### src/rtl/cfg_serial_pkg.sv
package cfg_serial_pkg;
  localparam int ADR_REF = 0;
  localparam int ADR_DIV = 1;
  localparam int ADR_ST1 = 2;
  localparam int ADR_ST2 = 3;

  // first mode word, bit 0 at the bottom
  typedef struct packed {
    logic       mod_fall_edge; // [6]
    logic       pd_invert;     // [5]
    logic [2:0] cp_current;    // [4:2]
    logic [1:0] ab_width;      // [1:0]
  } st1_t;

  // second mode word
  typedef struct packed {
    logic mfo2;      // [5]
    logic mfo1;      // [4]
    logic standby2;  // [3]
    logic standby1;  // [2]
    logic sync_load; // [1]
    logic dual_mode; // [0]
  } st2_t;
endpackage

### src/rtl/cfg_sync_edge.sv
module cfg_sync_edge #(
  parameter int WIDTH  = 3,
  parameter int STAGES = 2
) (
  input  logic             clk,
  input  logic             rst,
  input  logic [WIDTH-1:0] d,
  output logic [WIDTH-1:0] q,
  output logic [WIDTH-1:0] q_prev
);
  logic [WIDTH-1:0] stg [STAGES];

  always_ff @(posedge clk) begin
    if (rst) stg[0] <= '0;
    else     stg[0] <= d;
  end

  for (genvar i = 1; i < STAGES; i++) begin : g_stage
    always_ff @(posedge clk) begin
      if (rst) stg[i] <= '0;
      else     stg[i] <= stg[i-1];
    end
  end

  always_ff @(posedge clk) begin
    if (rst) q_prev <= '0;
    else     q_prev <= stg[STAGES-1];
  end

  assign q = stg[STAGES-1];
endmodule

### src/rtl/cfg_shift_rx.sv
module cfg_shift_rx #(
  parameter int WORD_W = 24
) (
  input  logic              clk,
  input  logic              rst,
  input  logic              sck_rise,
  input  logic              sdi,
  input  logic              en,
  input  logic              en_fall,
  output logic              word_vld,
  output logic [WORD_W-1:0] word
);
  localparam int CNT_W   = $clog2(WORD_W + 2);
  localparam int CNT_MAX = WORD_W + 1;

  logic [CNT_W-1:0] cnt;

  always_ff @(posedge clk) begin
    if (rst) begin
      cnt      <= '0;
      word     <= '0;
      word_vld <= 1'b0;
    end else begin
      word_vld <= en_fall && (cnt == CNT_W'(WORD_W));
      if (!en) begin
        cnt <= '0;
      end else if (sck_rise) begin
        word <= {word[WORD_W-2:0], sdi};
        if (cnt != CNT_W'(CNT_MAX)) cnt <= cnt + 1'b1;
      end
    end
  end
endmodule

### src/rtl/cfg_reg_bank.sv
module cfg_reg_bank
  import cfg_serial_pkg::*;
#(
  parameter int WORD_W = 24,
  parameter int ADDR_W = 3,
  parameter int REF_W  = 14,
  parameter int MAIN_W = 11,
  parameter int SWL_W  = 7
) (
  input  logic              clk,
  input  logic              rst,
  input  logic              word_vld,
  input  logic [WORD_W-1:0] word,
  input  logic              div_tc,
  output logic [REF_W-1:0]  ref_q,
  output logic [MAIN_W-1:0] main_q,
  output logic [SWL_W-1:0]  swl_q,
  output st1_t              st1_q,
  output st2_t              st2_q,
  output logic              load_q,
  output logic              pend_q
);
  localparam int PAY_W = WORD_W - ADDR_W;
  localparam int S1_W  = $bits(st1_t);
  localparam int S2_W  = $bits(st2_t);

  logic [ADDR_W-1:0] addr;
  logic [PAY_W-1:0]  pay;
  logic              hit_ref, hit_div, hit_s1, hit_s2, ratio_wr;

  assign addr     = word[WORD_W-1 -: ADDR_W];
  assign pay      = word[PAY_W-1:0];
  assign hit_ref  = word_vld && (addr == ADDR_W'(ADR_REF));
  assign hit_div  = word_vld && (addr == ADDR_W'(ADR_DIV));
  assign hit_s1   = word_vld && (addr == ADDR_W'(ADR_ST1));
  assign hit_s2   = word_vld && (addr == ADDR_W'(ADR_ST2));
  assign ratio_wr = hit_ref || hit_div;

  always_ff @(posedge clk) begin
    if (rst) begin
      ref_q  <= '0;
      main_q <= '0;
      swl_q  <= '0;
      st1_q  <= '0;
      st2_q  <= '0;
      load_q <= 1'b0;
      pend_q <= 1'b0;
    end else begin
      if (hit_ref) ref_q <= pay[REF_W-1:0];
      if (hit_div) begin
        main_q <= pay[SWL_W +: MAIN_W];
        swl_q  <= pay[SWL_W-1:0];
      end
      if (hit_s1) st1_q <= st1_t'(pay[S1_W-1:0]);
      if (hit_s2) st2_q <= st2_t'(pay[S2_W-1:0]);
      load_q <= (ratio_wr && !st2_q.sync_load) || (pend_q && div_tc);
      if (ratio_wr && st2_q.sync_load) pend_q <= 1'b1;
      else if (div_tc)                 pend_q <= 1'b0;
    end
  end
endmodule

### src/rtl/cfg_serial_port.sv
module cfg_serial_port
  import cfg_serial_pkg::*;
#(
  parameter int WORD_W = 24,
  parameter int ADDR_W = 3,
  parameter int REF_W  = 14,
  parameter int MAIN_W = 11,
  parameter int SWL_W  = 7,
  parameter int SYNC_N = 2
) (
  input  logic              clk,
  input  logic              rst,
  input  logic              ser_clk,
  input  logic              ser_data,
  input  logic              ser_en,
  input  logic              div_tc,
  output logic [REF_W-1:0]  ref_ratio,
  output logic [MAIN_W-1:0] main_ratio,
  output logic [SWL_W-1:0]  swallow_ratio,
  output logic              ratio_load,
  output logic              ratio_pending,
  output logic              dual_mode,
  output logic              sync_load,
  output logic [1:0]        ab_width,
  output logic [2:0]        cp_current,
  output logic              pd_invert,
  output logic              mod_fall_edge,
  output logic              standby1,
  output logic              standby2,
  output logic              mfo1,
  output logic              mfo2
);
  logic [2:0]        sy, sy_prev;
  logic              word_vld;
  logic [WORD_W-1:0] word;
  logic [SWL_W-1:0]  swl_q;
  st1_t              st1;
  st2_t              st2;

  cfg_sync_edge #(.WIDTH(3), .STAGES(SYNC_N)) u_sync (
    .clk(clk), .rst(rst),
    .d({ser_en, ser_data, ser_clk}),
    .q(sy), .q_prev(sy_prev)
  );

  cfg_shift_rx #(.WORD_W(WORD_W)) u_rx (
    .clk(clk), .rst(rst),
    .sck_rise(sy[0] && !sy_prev[0]),
    .sdi(sy[1]),
    .en(sy[2]),
    .en_fall(!sy[2] && sy_prev[2]),
    .word_vld(word_vld), .word(word)
  );

  cfg_reg_bank #(
    .WORD_W(WORD_W), .ADDR_W(ADDR_W), .REF_W(REF_W),
    .MAIN_W(MAIN_W), .SWL_W(SWL_W)
  ) u_bank (
    .clk(clk), .rst(rst),
    .word_vld(word_vld), .word(word), .div_tc(div_tc),
    .ref_q(ref_ratio), .main_q(main_ratio), .swl_q(swl_q),
    .st1_q(st1), .st2_q(st2),
    .load_q(ratio_load), .pend_q(ratio_pending)
  );

  assign swallow_ratio = st2.dual_mode ? swl_q : '0;
  assign dual_mode     = st2.dual_mode;
  assign sync_load     = st2.sync_load;
  assign standby1      = st2.standby1;
  assign standby2      = st2.standby2;
  assign mfo1          = st2.mfo1;
  assign mfo2          = st2.mfo2;
  assign ab_width      = st1.ab_width;
  assign cp_current    = st1.cp_current;
  assign pd_invert     = st1.pd_invert;
  assign mod_fall_edge = st1.mod_fall_edge;
endmodule

### config.mk
export PLATFORM = sky130hd
export DESIGN_NAME = cfg_serial_port
export DESIGN_NICKNAME = d
export VERILOG_FILES = /design/src/rtl/cfg_serial_pkg.sv /design/src/rtl/cfg_sync_edge.sv /design/src/rtl/cfg_shift_rx.sv /design/src/rtl/cfg_reg_bank.sv /design/src/rtl/cfg_serial_port.sv
export SDC_FILE = /design/constraint.sdc
export NUM_CORES = 1
export LEC_CHECK = 0
export CORE_ASPECT_RATIO = 0.9
export CORE_MARGIN = 2
export CORE_UTILIZATION = 35
export DETAILED_ROUTE_END_ITERATION = 7
export PLACE_DENSITY = 0.64
export SLEW_MARGIN = 10
export SYNTH_ARGS = -nofsm -noshare
export SYNTH_HDL_FRONTEND = slang
export SYNTH_HIERARCHICAL = 1
export SYNTH_SLANG_ARGS = --single-unit
### constraint.sdc
create_clock -name clk -period 1.6 [get_ports clk]
set_input_delay 0.16 -clock clk [delete_from_list [all_inputs] [get_ports clk]]
set_output_delay 0.16 -clock clk [all_outputs]
set_load 0.005 [all_outputs]
==> reports/qor.yml, run 1 <==
final_layout:
  fin_cells: 527
  ff_latch_area_um2: 1705
  area_delta_synth_final_pct: 25.15
  multi_input_area_um2: 1546
  fillers: 945
  layout_common_cells: "dfxtp_1 (84), nand2b_1 (64), nand2_1 (54)"
  final_common_cell: "dfxtp_1"
  postLayoutCoreUtil_pct: 44.50
  final_layout_size_suffix_gt1_share_pct: 10.22
  antennaDiodeCount: 0
  nets: 405
  final_area_um2: 4240
die:
  die_w_um: 107.7
  rows: 34
  initial_core_util_pct: 35.56
  core-area_um2: 9529
  ioPinCount: 53
  dieArea_um2: 10480
  die_y_um: 97.34
power_and_ir_drop:
  p_int_mw: 2.754
  p_total_mw: 3.620
  peakVddDrop_v: 0.0003702
  leakage_nw: 1.659
  p_sw_uw: 865.6
  comb_power_share_pct: 2.7
  p_seq_share_pct: 58.6
  netSwitchingFraction_pct: 23.91
  pwr-share-clk_pct: 38.7
  p_per_area_nw_per_um2: 853.7
sta:
  slew_headroom_pct: 62.01
  slew_viol_final: 0
  skew_ns: 0.01303
  setup_slack_ns: 0.07552
  rsz0062_at_grt: "no"
  finalHoldViolCount: 0
  whs_ns: 0.09784
  fin_setup_tns_ns: 0
  fin_crit_ns: 1.524
  timing.fmax_mhz: 656.0
  fin_crit_sh_pct: 95.28
  max_slew.worst_pin.slew_ns: 0.5666
  setup_violations: 0
global_route:
  grt-ovfl-total: 0
  grt_max_degree: 57
  grt_pass1_vias: 2300
  grt_pass1_wl_um: 10960
  grt_usage_pct: 13.10
  antenna_found_initial: 0
clock_tree:
  htree_levels: 3
  ctsLongestPathBuffers: 2
  cts_buffers: 9
  path_clk_slew_ns: 0.09
  cts_hold_buf: 0
  clockRootBuffer: "clkbuf_8"
  cts_setup_buffers: 0
  cts.sinks: 85
  tritoncts: "built"
  clk_latency_ns: 0.36
setup_path:
  crit_type: "reg -> out"
  endpoint_kind: "output port"
  worstPathRequired_ns: 1.44
  start_kind: "flip-flop"
  cp_max_fo: 9
  cp.arrival_ns: 1.36
worst_hold_path:
  min_path_type: "in -> reg"
drt:
  via_per_inst: 4.546
  finalWirelength_um: 6334
  ant_nets: 0
  num_vias: 2396
  drtIter0Drc: 88
  wire_per_inst_um: 12.02
  dr.pass1.iters: 4
  drc: 0
placed_design:
  hpwlAfterDp_um: 4308
  io_buffers: 52
  gp_congestion: 0.7439
  dp_cells: 511
  placed_cell_area_um2: 4043
  dp_worst_setup_slack_ns: 0.2707
synthesis:
  synth_area_per_cell_um2: 9.936
  yosysWarnings: 6
  synth_area_um2: 3388
  synth_cells: 341
  syn_nets: 350
run:
  maxCapViolations: 0
run_status:
  status: "finished clean"
==> repair_timing <==
| item | 4_1_cts | 5_1_grt |
|---|---|---|
| pin swaps | 0 | 0 |
| endpoints found under the setup margin | 7 | 6 |
| endpoints found under the hold margin | 0 | 0 |
| resized for setup | 2 | 6 |
==> final timing paths <==
path,startpoint,slack [ns],cells past startpoint,end
max,u_bank/st2_q[0]$_SDFFE_PP0P_,0.08,2,swallow_ratio[0]
min,rst,0.1,2,u_sync/stg[0][0]$_SDFF_PP0_
max reg2reg,u_rx/word[21]$_SDFFE_PP0P_,0.25,3,u_bank/ref_q[0]$_SDFFE_PP0P_
min reg2reg,u_sync/stg[1][1]$_SDFF_PP0_,0.44,2,u_rx/word[0]$_SDFFE_PP0P_
==> flip-flops by register name, indices dropped and copies added (netlist names) <==
signal         cells
u_rx/word         24
u_bank/ref_q      14
u_bank/main_q     11
u_bank/st1_q       7
u_bank/swl_q       7
u_bank/st2_q       6
u_sync/stg         6
u_rx/cnt           5
u_sync/q_prev      2
u_bank/load_q      1
u_bank/pend_q      1
u_rx/word_vld      1
==> layout make-up <==
type	instances	area share (%)
Clock inverter	7	1.298
Clock buffer	9	2.921
Multi-Input combinational cell	232	36.47
Sequential cell	85	40.22
Tap cell	126	3.718
Inverter	3	0.2656
Timing Repair Buffer	65	15.11
==> critical path, stage by stage, from the launching register on <==
cell and delay, ns:
dfxtp_4 0.40, and2_1 0.13, clkdlybuf4s50_1 0.49
==> power by group through the flow <==
stage               sequential (mW)  clock [mW]  combinational [mW]
floorplan                      2.17           0              0.0653
global placement               2.17           0              0.0978
detailed placement             2.17           0              0.0984
CTS                            2.12        1.46              0.0986
global route                   2.12        1.56               0.106
finish                         2.12        1.40              0.0973
==> metal layers <==
layer / track usage [%] / vias up / share of wire [%]
met1: 16.52 / 1124 / 48
met5: 0 / - / 0
met2: 21.00 / 40 / 47
li1: - / 1227 / -
met4: 3.254 / 0 / 0.52
met3: 5.097 / 5 / 5.1
(Power assumes the default switching activity.)
==> run 2: changes to the inputs <==
clock period = 1.9 ns   (was 1.6 ns; I/O delays follow)
==> reports/qor.yml, run 2 (synthesis results as in run 1) <==
run_status:
  status: "finished clean"
worst_hold_path:
  hp-start: "rst"
  min_path_type: "in -> reg"
  min_to: "u_sync/stg[1][2]$_SDFF_PP0_"
  whs_path_depth: 2  # unchanged
final_layout:
  reg_top3: "u_rx/word x24, u_bank/ref_q x14, u_bank/main_q x11"
  ff_latch_area_um2: 1702  # -0.22%
  area_delta_synth_final_pct: 24.34
  top_register: "u_rx/word"
  nets: 401  # -0.99%
  multi_input_area_um2: 1546  # unchanged
  largest_reg_flops: 24  # unchanged
  final_common_cell: "dfxtp_1"
  final_layout_size_suffix_gt1_share_pct: 9.068  # -1.2 points
  fin_cells: 523  # -0.76%
  fillers: 937  # -0.85%
  antennaDiodeCount: 0  # unchanged
  layout_common_cells: "dfxtp_1 (85), nand2b_1 (64), nand2_1 (54)"
sta:
  finalHoldViolCount: 0  # unchanged
  slew_headroom_pct: 59.42  # -2.6 points
  fin_crit_ns: 1.690
  max_slew.worst_pin.slew_ns: 0.6052  # +0.03859 ns
  timing.fmax_mhz: 591.6
  setup_violations: 0  # unchanged
  skew_ns: 0.01233  # -0.0006989 ns
  fin_crit_sh_pct: 88.96
  slew_viol_final: 0  # unchanged
  rsz0062_at_grt: "no"
  fin_setup_tns_ns: 0  # unchanged
global_route:
  grt_pass1_wl_um: 10220  # -6.7%
  grt-ovfl-total: 0  # unchanged
  grt_pass1_vias: 2179  # -5.3%
  antenna_found_initial: 0  # unchanged
  grt_max_degree: 85  # +49%
  grt_usage_pct: 12.18  # -0.93 points
drt:
  finalWirelength_um: 6203  # -2.1%
  via_per_inst: 4.511  # -0.79%
  drc: 0  # unchanged
  ant_nets: 0  # unchanged
  drtIter0Drc: 112  # +27%
  num_vias: 2359  # -1.5%
  dr.pass1.iters: 4  # unchanged
  wire_per_inst_um: 11.86  # -1.3%
setup_path:
  ff2ff_path_depth: 2  # -1
  start_kind: "flip-flop"
  cp_max_fo: 9  # unchanged
  rrSetupSlack_ns: 0.54  # +0.29 ns
  worstPathRequired_ns: 1.71  # +0.27 ns
  endpoint_kind: "output port"
  cp.arrival_ns: 1.50  # +0.14 ns
  crit_type: "reg -> out"
  timing.rr.end: "u_bank/st1_q[1]$_SDFFE_PP0P_"
  r2r-start: "u_rx/word[22]$_SDFFE_PP0P_"
clock_tree:
  cts_setup_buffers: 0  # unchanged
  path_clk_slew_ns: 0.10  # about the same
  cts_resized: 0  # -2
  cts.sinks: 85  # unchanged
  cts_hold_buf: 0  # unchanged
  htree_levels: 3  # unchanged
  clockRootBuffer: "clkbuf_8"
  tritoncts: "built"
  cts_buffers: 9  # unchanged
  clk_latency_ns: 0.37  # about the same
  ctsLongestPathBuffers: 2  # unchanged
placed_design:
  dp_cells: 507  # -0.78%
  gp_congestion: 0.7422  # -0.23%
  io_buffers: 52  # unchanged
  hpwlAfterDp_um: 4174  # -3.1%
die:
  die_y_um: 97.34  # unchanged
  rows: 34  # unchanged
  ioPinCount: 53  # unchanged
  initial_core_util_pct: 35.56  # unchanged
  dieArea_um2: 10480  # unchanged
  core-area_um2: 9529  # unchanged
  die_w_um: 107.7  # unchanged
power_and_ir_drop:
  leakage_nw: 1.543  # -7.0%
  p_total_mw: 3.136  # -13%
  p_per_area_nw_per_um2: 744.3  # -13%
  peakVddDrop_v: 0.0003202  # -13%
run:
  maxCapViolations: 0  # unchanged
[run 2: cell types whose count changed in the layout (fill, tap and decap cells not counted), moves of 2 or more]
cell,change
clkdlybuf4s50_1,+6
dlymetal6s2s_1,-6
inv_6,-2
inv_8,+3
clkinvlp_4,-2
buf_4,-4
[run 2: per-layer routing]
layer	routed length (um)	share of wire [%]	vias up	track usage (%)
met5	0	0	-	0
met4	55	0.89	0	3.550
met3	257	4.1	6	4.225
met2	2872	46	39	19.16
met1	3018	49	1092	15.75
li1	-	-	1222	-
[run 2: power by group]
group / total, mW / switching (mW) / internal, mW / leakage (nW)
Clock: 1.27 / 0.745 / 0.525 / 0.103
Sequential: 1.79 / 0.00246 / 1.79 / 0.686
Combinational: 0.0760 / 0.0363 / 0.0397 / 0.755
[run 2: critical path: stages (launching register included)]
cell and delay (ns):
dfxtp_1 0.47, and2_1 0.18, clkdlybuf4s50_1 0.49
[run 2: per-stage QoR]
stage	utilization, %	worst slack [ns]	cell area (um^2)	hold WS [ns]
2_1_floorplan	-	0.5389	3388	0.2616
3_3_place_gp	42.11	0.5939	4013	0.4196
3_5_place_dp	42.11	0.5599	4013	0.4220
4_1_cts	44.21	0.1746	4213	0.1106
5_1_grt	44.21	0.08453	4213	0.1155
6_report	44.21	0.2097	4213	0.1180
[run 2: layout make-up]
| class | instances | share of cell area, % |
|---|---|---|
| repair buffers | 61 | 14.14 |
| well taps | 126 | 3.742 |
| multi-input cells | 232 | 36.71 |
| clock inverters | 7 | 1.812 |
| clock buffers | 9 | 2.940 |
| inverters | 3 | 0.2673 |
| flip-flops and latches | 85 | 40.39 |
[run 2: worst max-delay path by stage]
stage                                       from                      endpoint  slack, ns  depth (start not counted)
finish              u_bank/st2_q[0]$_SDFFE_PP0P_              swallow_ratio[6]       0.21                          2
floorplan             u_rx/word[21]$_SDFFE_PP0P_  u_bank/ref_q[3]$_SDFFE_PP0P_       0.54                          4
CTS                 u_bank/st2_q[0]$_SDFFE_PP0P_              swallow_ratio[4]       0.17                          2
detailed placement    u_rx/word[22]$_SDFFE_PP0P_  u_bank/ref_q[3]$_SDFFE_PP0P_       0.56                          3
global placement    u_bank/st2_q[0]$_SDFFE_PP0P_              swallow_ratio[1]       0.59                          2
global route        u_bank/st2_q[0]$_SDFFE_PP0P_              swallow_ratio[6]       0.08                          2
==> run 3: changes to the inputs <==
PLACE_DENSITY = 0.65   (was 0.64)
SYNTH_HIERARCHICAL = unset   (was 1)
==> reports/qor.yml, run 3 <==
run_status:
  status: "finished clean"
power_and_ir_drop:
  netSwitchingFraction_pct: 20.88  # -4.1 points
  leakage_nw: 1.307  # -15%
  pwr-share-clk_pct: 39.2  # -1.3 points
  p_per_area_nw_per_um2: 774.0  # +4.0%
  p_seq_share_pct: 59.1  # +2.0 points
  peakVddDrop_v: 0.0003001  # -6.3%
  p_total_mw: 3.031  # -3.3%
  p_sw_uw: 632.9  # -19%
  comb_power_share_pct: 1.7  # -0.7 points
  p_int_mw: 2.398  # +2.0%
die:
  die_w_um: 103.5  # -4.0%
  die_y_um: 93.51  # -3.9%
  ioPinCount: 53  # unchanged
  rows: 32  # -5.9%
  dieArea_um2: 9673  # -7.7%
  initial_core_util_pct: 36.19  # +0.64 points
  core-area_um2: 8608  # -9.7%
worst_hold_path:
  min_path_type: "in -> reg"
  hp-start: "rst"
sta:
  slew_viol_final: 0  # unchanged
  max_slew.worst_pin.slew_ns: 0.5209  # -0.08430 ns
  finalHoldViolCount: 0  # unchanged
  setup_violations: 0  # unchanged
  timing.fmax_mhz: 622.6  # +5.2%
  skew_ns: 0.007064  # -0.005270 ns
  fin_crit_sh_pct: 84.54  # -4.4 points
  fin_setup_tns_ns: 0  # unchanged
  rsz0062_at_grt: "no"
  fin_crit_ns: 1.606  # -0.08412 ns
  slew_headroom_pct: 65.09  # +5.7 points
setup_path:
  cp.arrival_ns: 1.42  # -0.08 ns
  worstPathRequired_ns: 1.71  # about the same
  r2r-start: "u_rx.word[23]$_SDFFE_PP0P_"
  endpoint_kind: "output port"
  crit_type: "reg -> out"
  startpoint: "u_bank.st2_q[0]$_SDFFE_PP0P_"
  start_kind: "flip-flop"
  cp_max_fo: 9  # unchanged
drt:
  drc: 0  # unchanged
  dr.pass1.iters: 4  # unchanged
  via_per_inst: 4.679  # +3.7%
  ant_nets: 0  # unchanged
  wire_per_inst_um: 12.15  # +2.4%
  num_vias: 2503  # +6.1%
  drtIter0Drc: 121  # +8.0%
  finalWirelength_um: 6499  # +4.8%
clock_tree:
  tritoncts: "built"
  cts_hold_buf: 0  # unchanged
  cts_resized: 0  # unchanged
  ctsLongestPathBuffers: 2  # unchanged
  cts_setup_buffers: 0  # unchanged
  cts.sinks: 85  # unchanged
  clockRootBuffer: "clkbuf_8"
  htree_levels: 3  # unchanged
  cts_buffers: 9  # unchanged
  clk_latency_ns: 0.34  # -0.03 ns
  path_clk_slew_ns: 0.08  # -0.02 ns
synthesis:
  synth_common_cells: "nand2_1 (115), dfxtp_1 (85), a21oi_1 (61)"
  yosysWarnings: 0  # -6
  synth.distinct_cells: 30
  synth_area_um2: 3115  # -8.1%
  yosysSeqAreaShare_pct: 54.62
  synth_top_area_share_pct: 54.62
  syn_nets: 374  # +6.9%
  synth_top_cell_by_area: "dfxtp_1"
  synth_area_leaders: "dfxtp_1 (55%), nand2_1 (14%), a21oi_1 (9.8%), mux2i_1 (4.2%), nor2_1 (2.0%)"
  ys_seq_elements: 85
  ys.flop_type: "dfxtp_1"
  synth_cells: 365  # +7.0%
  synth_area_per_cell_um2: 8.536  # -14%
  async_reset_ff_share_pct: 0
  synth_most_common_cell: "nand2_1"
  synth_edf_count: 0
global_route:
  grt_pass1_wl_um: 10850  # +6.1%
  grt_max_degree: 37  # -56%
  grt_pass1_vias: 2336  # +7.2%
  grt-ovfl-total: 0  # unchanged
  antenna_found_initial: 0  # unchanged
  grt_usage_pct: 14.30  # +2.1 points
final_layout:
  nets: 421  # +5.0%
  antennaDiodeCount: 0  # unchanged
  area_delta_synth_final_pct: 25.70
  layout_common_cells: "nand2_1 (115), dfxtp_1 (85), a21oi_1 (61)"
  final_layout_size_suffix_gt1_share_pct: 6.010  # -3.1 points
  top_register: "u_rx.word"
  largest_reg_flops: 24  # unchanged
  reg_top3: "u_rx.word x24, u_bank.ref_q x14, u_bank.main_q x11"
  final_common_cell: "nand2_1"
placed_design:
  io_buffers: 52  # unchanged
  gp_congestion: 0.7338  # -1.1%
  hpwlAfterDp_um: 4403  # +5.5%
run:
  maxCapViolations: 0  # unchanged
-- run 3: path summary, 6_finish.rpt --
check                                                     to  slack [ns]  cells after the start
worst max-delay path                        swallow_ratio[6]        0.29                      2
worst min-delay path             u_sync.q_prev[0]$_SDFF_PP0_        0.14                      2
worst max register to register  u_bank.ref_q[7]$_SDFFE_PP0P_        0.34                      3
worst min register to register   u_sync.stg[1][1]$_SDFF_PP0_        0.44                      1
-- run 3: power by group through the flow --
stage / logic (mW) / registers (mW) / clock network (mW)
after floorplan: 0.0342 / 1.83 / 0
after global placement: 0.0522 / 1.83 / 0
after detailed placement: 0.0527 / 1.83 / 0
after CTS: 0.0529 / 1.79 / 1.22
after global routing: 0.0575 / 1.79 / 1.32
final: 0.0521 / 1.79 / 1.19
-- run 3: layout make-up --
| type | count | area, um^2 |
|---|---|---|
| Inverter | 6 | 22.52 |
| Fill cell | 863 | 4692 |
| Sequential cell | 85 | 1702 |
| Timing Repair Buffer | 59 | 580.6 |
| Tap cell | 119 | 148.9 |
| Clock inverter | 5 | 52.55 |
| Clock buffer | 10 | 127.6 |
| Multi-Input combinational cell | 251 | 1282 |
-- run 3: worst max-delay path, cell delays in order, from the launching register on --
cell and delay [ns]:
dfxtp_1 0.43, and2_1 0.16, clkdlybuf4s50_1 0.50
-- run 3: metal layers --
metal | track usage, % | wire length (um) | vias up | share of wire (%)
met2 | 22.90 | 3098 | 71 | 48
met1 | 18.35 | 2970 | 1143 | 46
met5 | 0 | 0 | - | 0
met3 | 4.260 | 366 | 6 | 5.6
li1 | - | - | 1283 | -
met4 | 4.605 | 63 | 0 | 0.97
-- run 3: kinds of logic after synthesis --
| group | Yosys count | share of synthesized area [%] |
|---|---|---|
| buffers and inverters | 29 | 4.418 |
| muxes | 13 | 4.177 |
| adders and majority gates | 3 | 1.205 |
| DFF | 85 | 54.62 |
| AOI/OAI and AO/OA | 68 | 11.16 |
| and+or+nand+nor | 167 | 24.42 |
-- run 3: stage by stage --
stage                     instances  area (um^2)  setup slack, ns  hold slack (ns)  util, %
after floorplan                 365         3115           0.4973           0.3182        -
after global placement          520         3736           0.3898           0.4203    43.40
after detailed placement        520         3736           0.3361           0.4304    43.40
after CTS                       535         3916           0.2542           0.1337    45.49
after global routing            535         3916           0.1604           0.1331    45.49
final                           535         3916           0.2938           0.1411    45.49
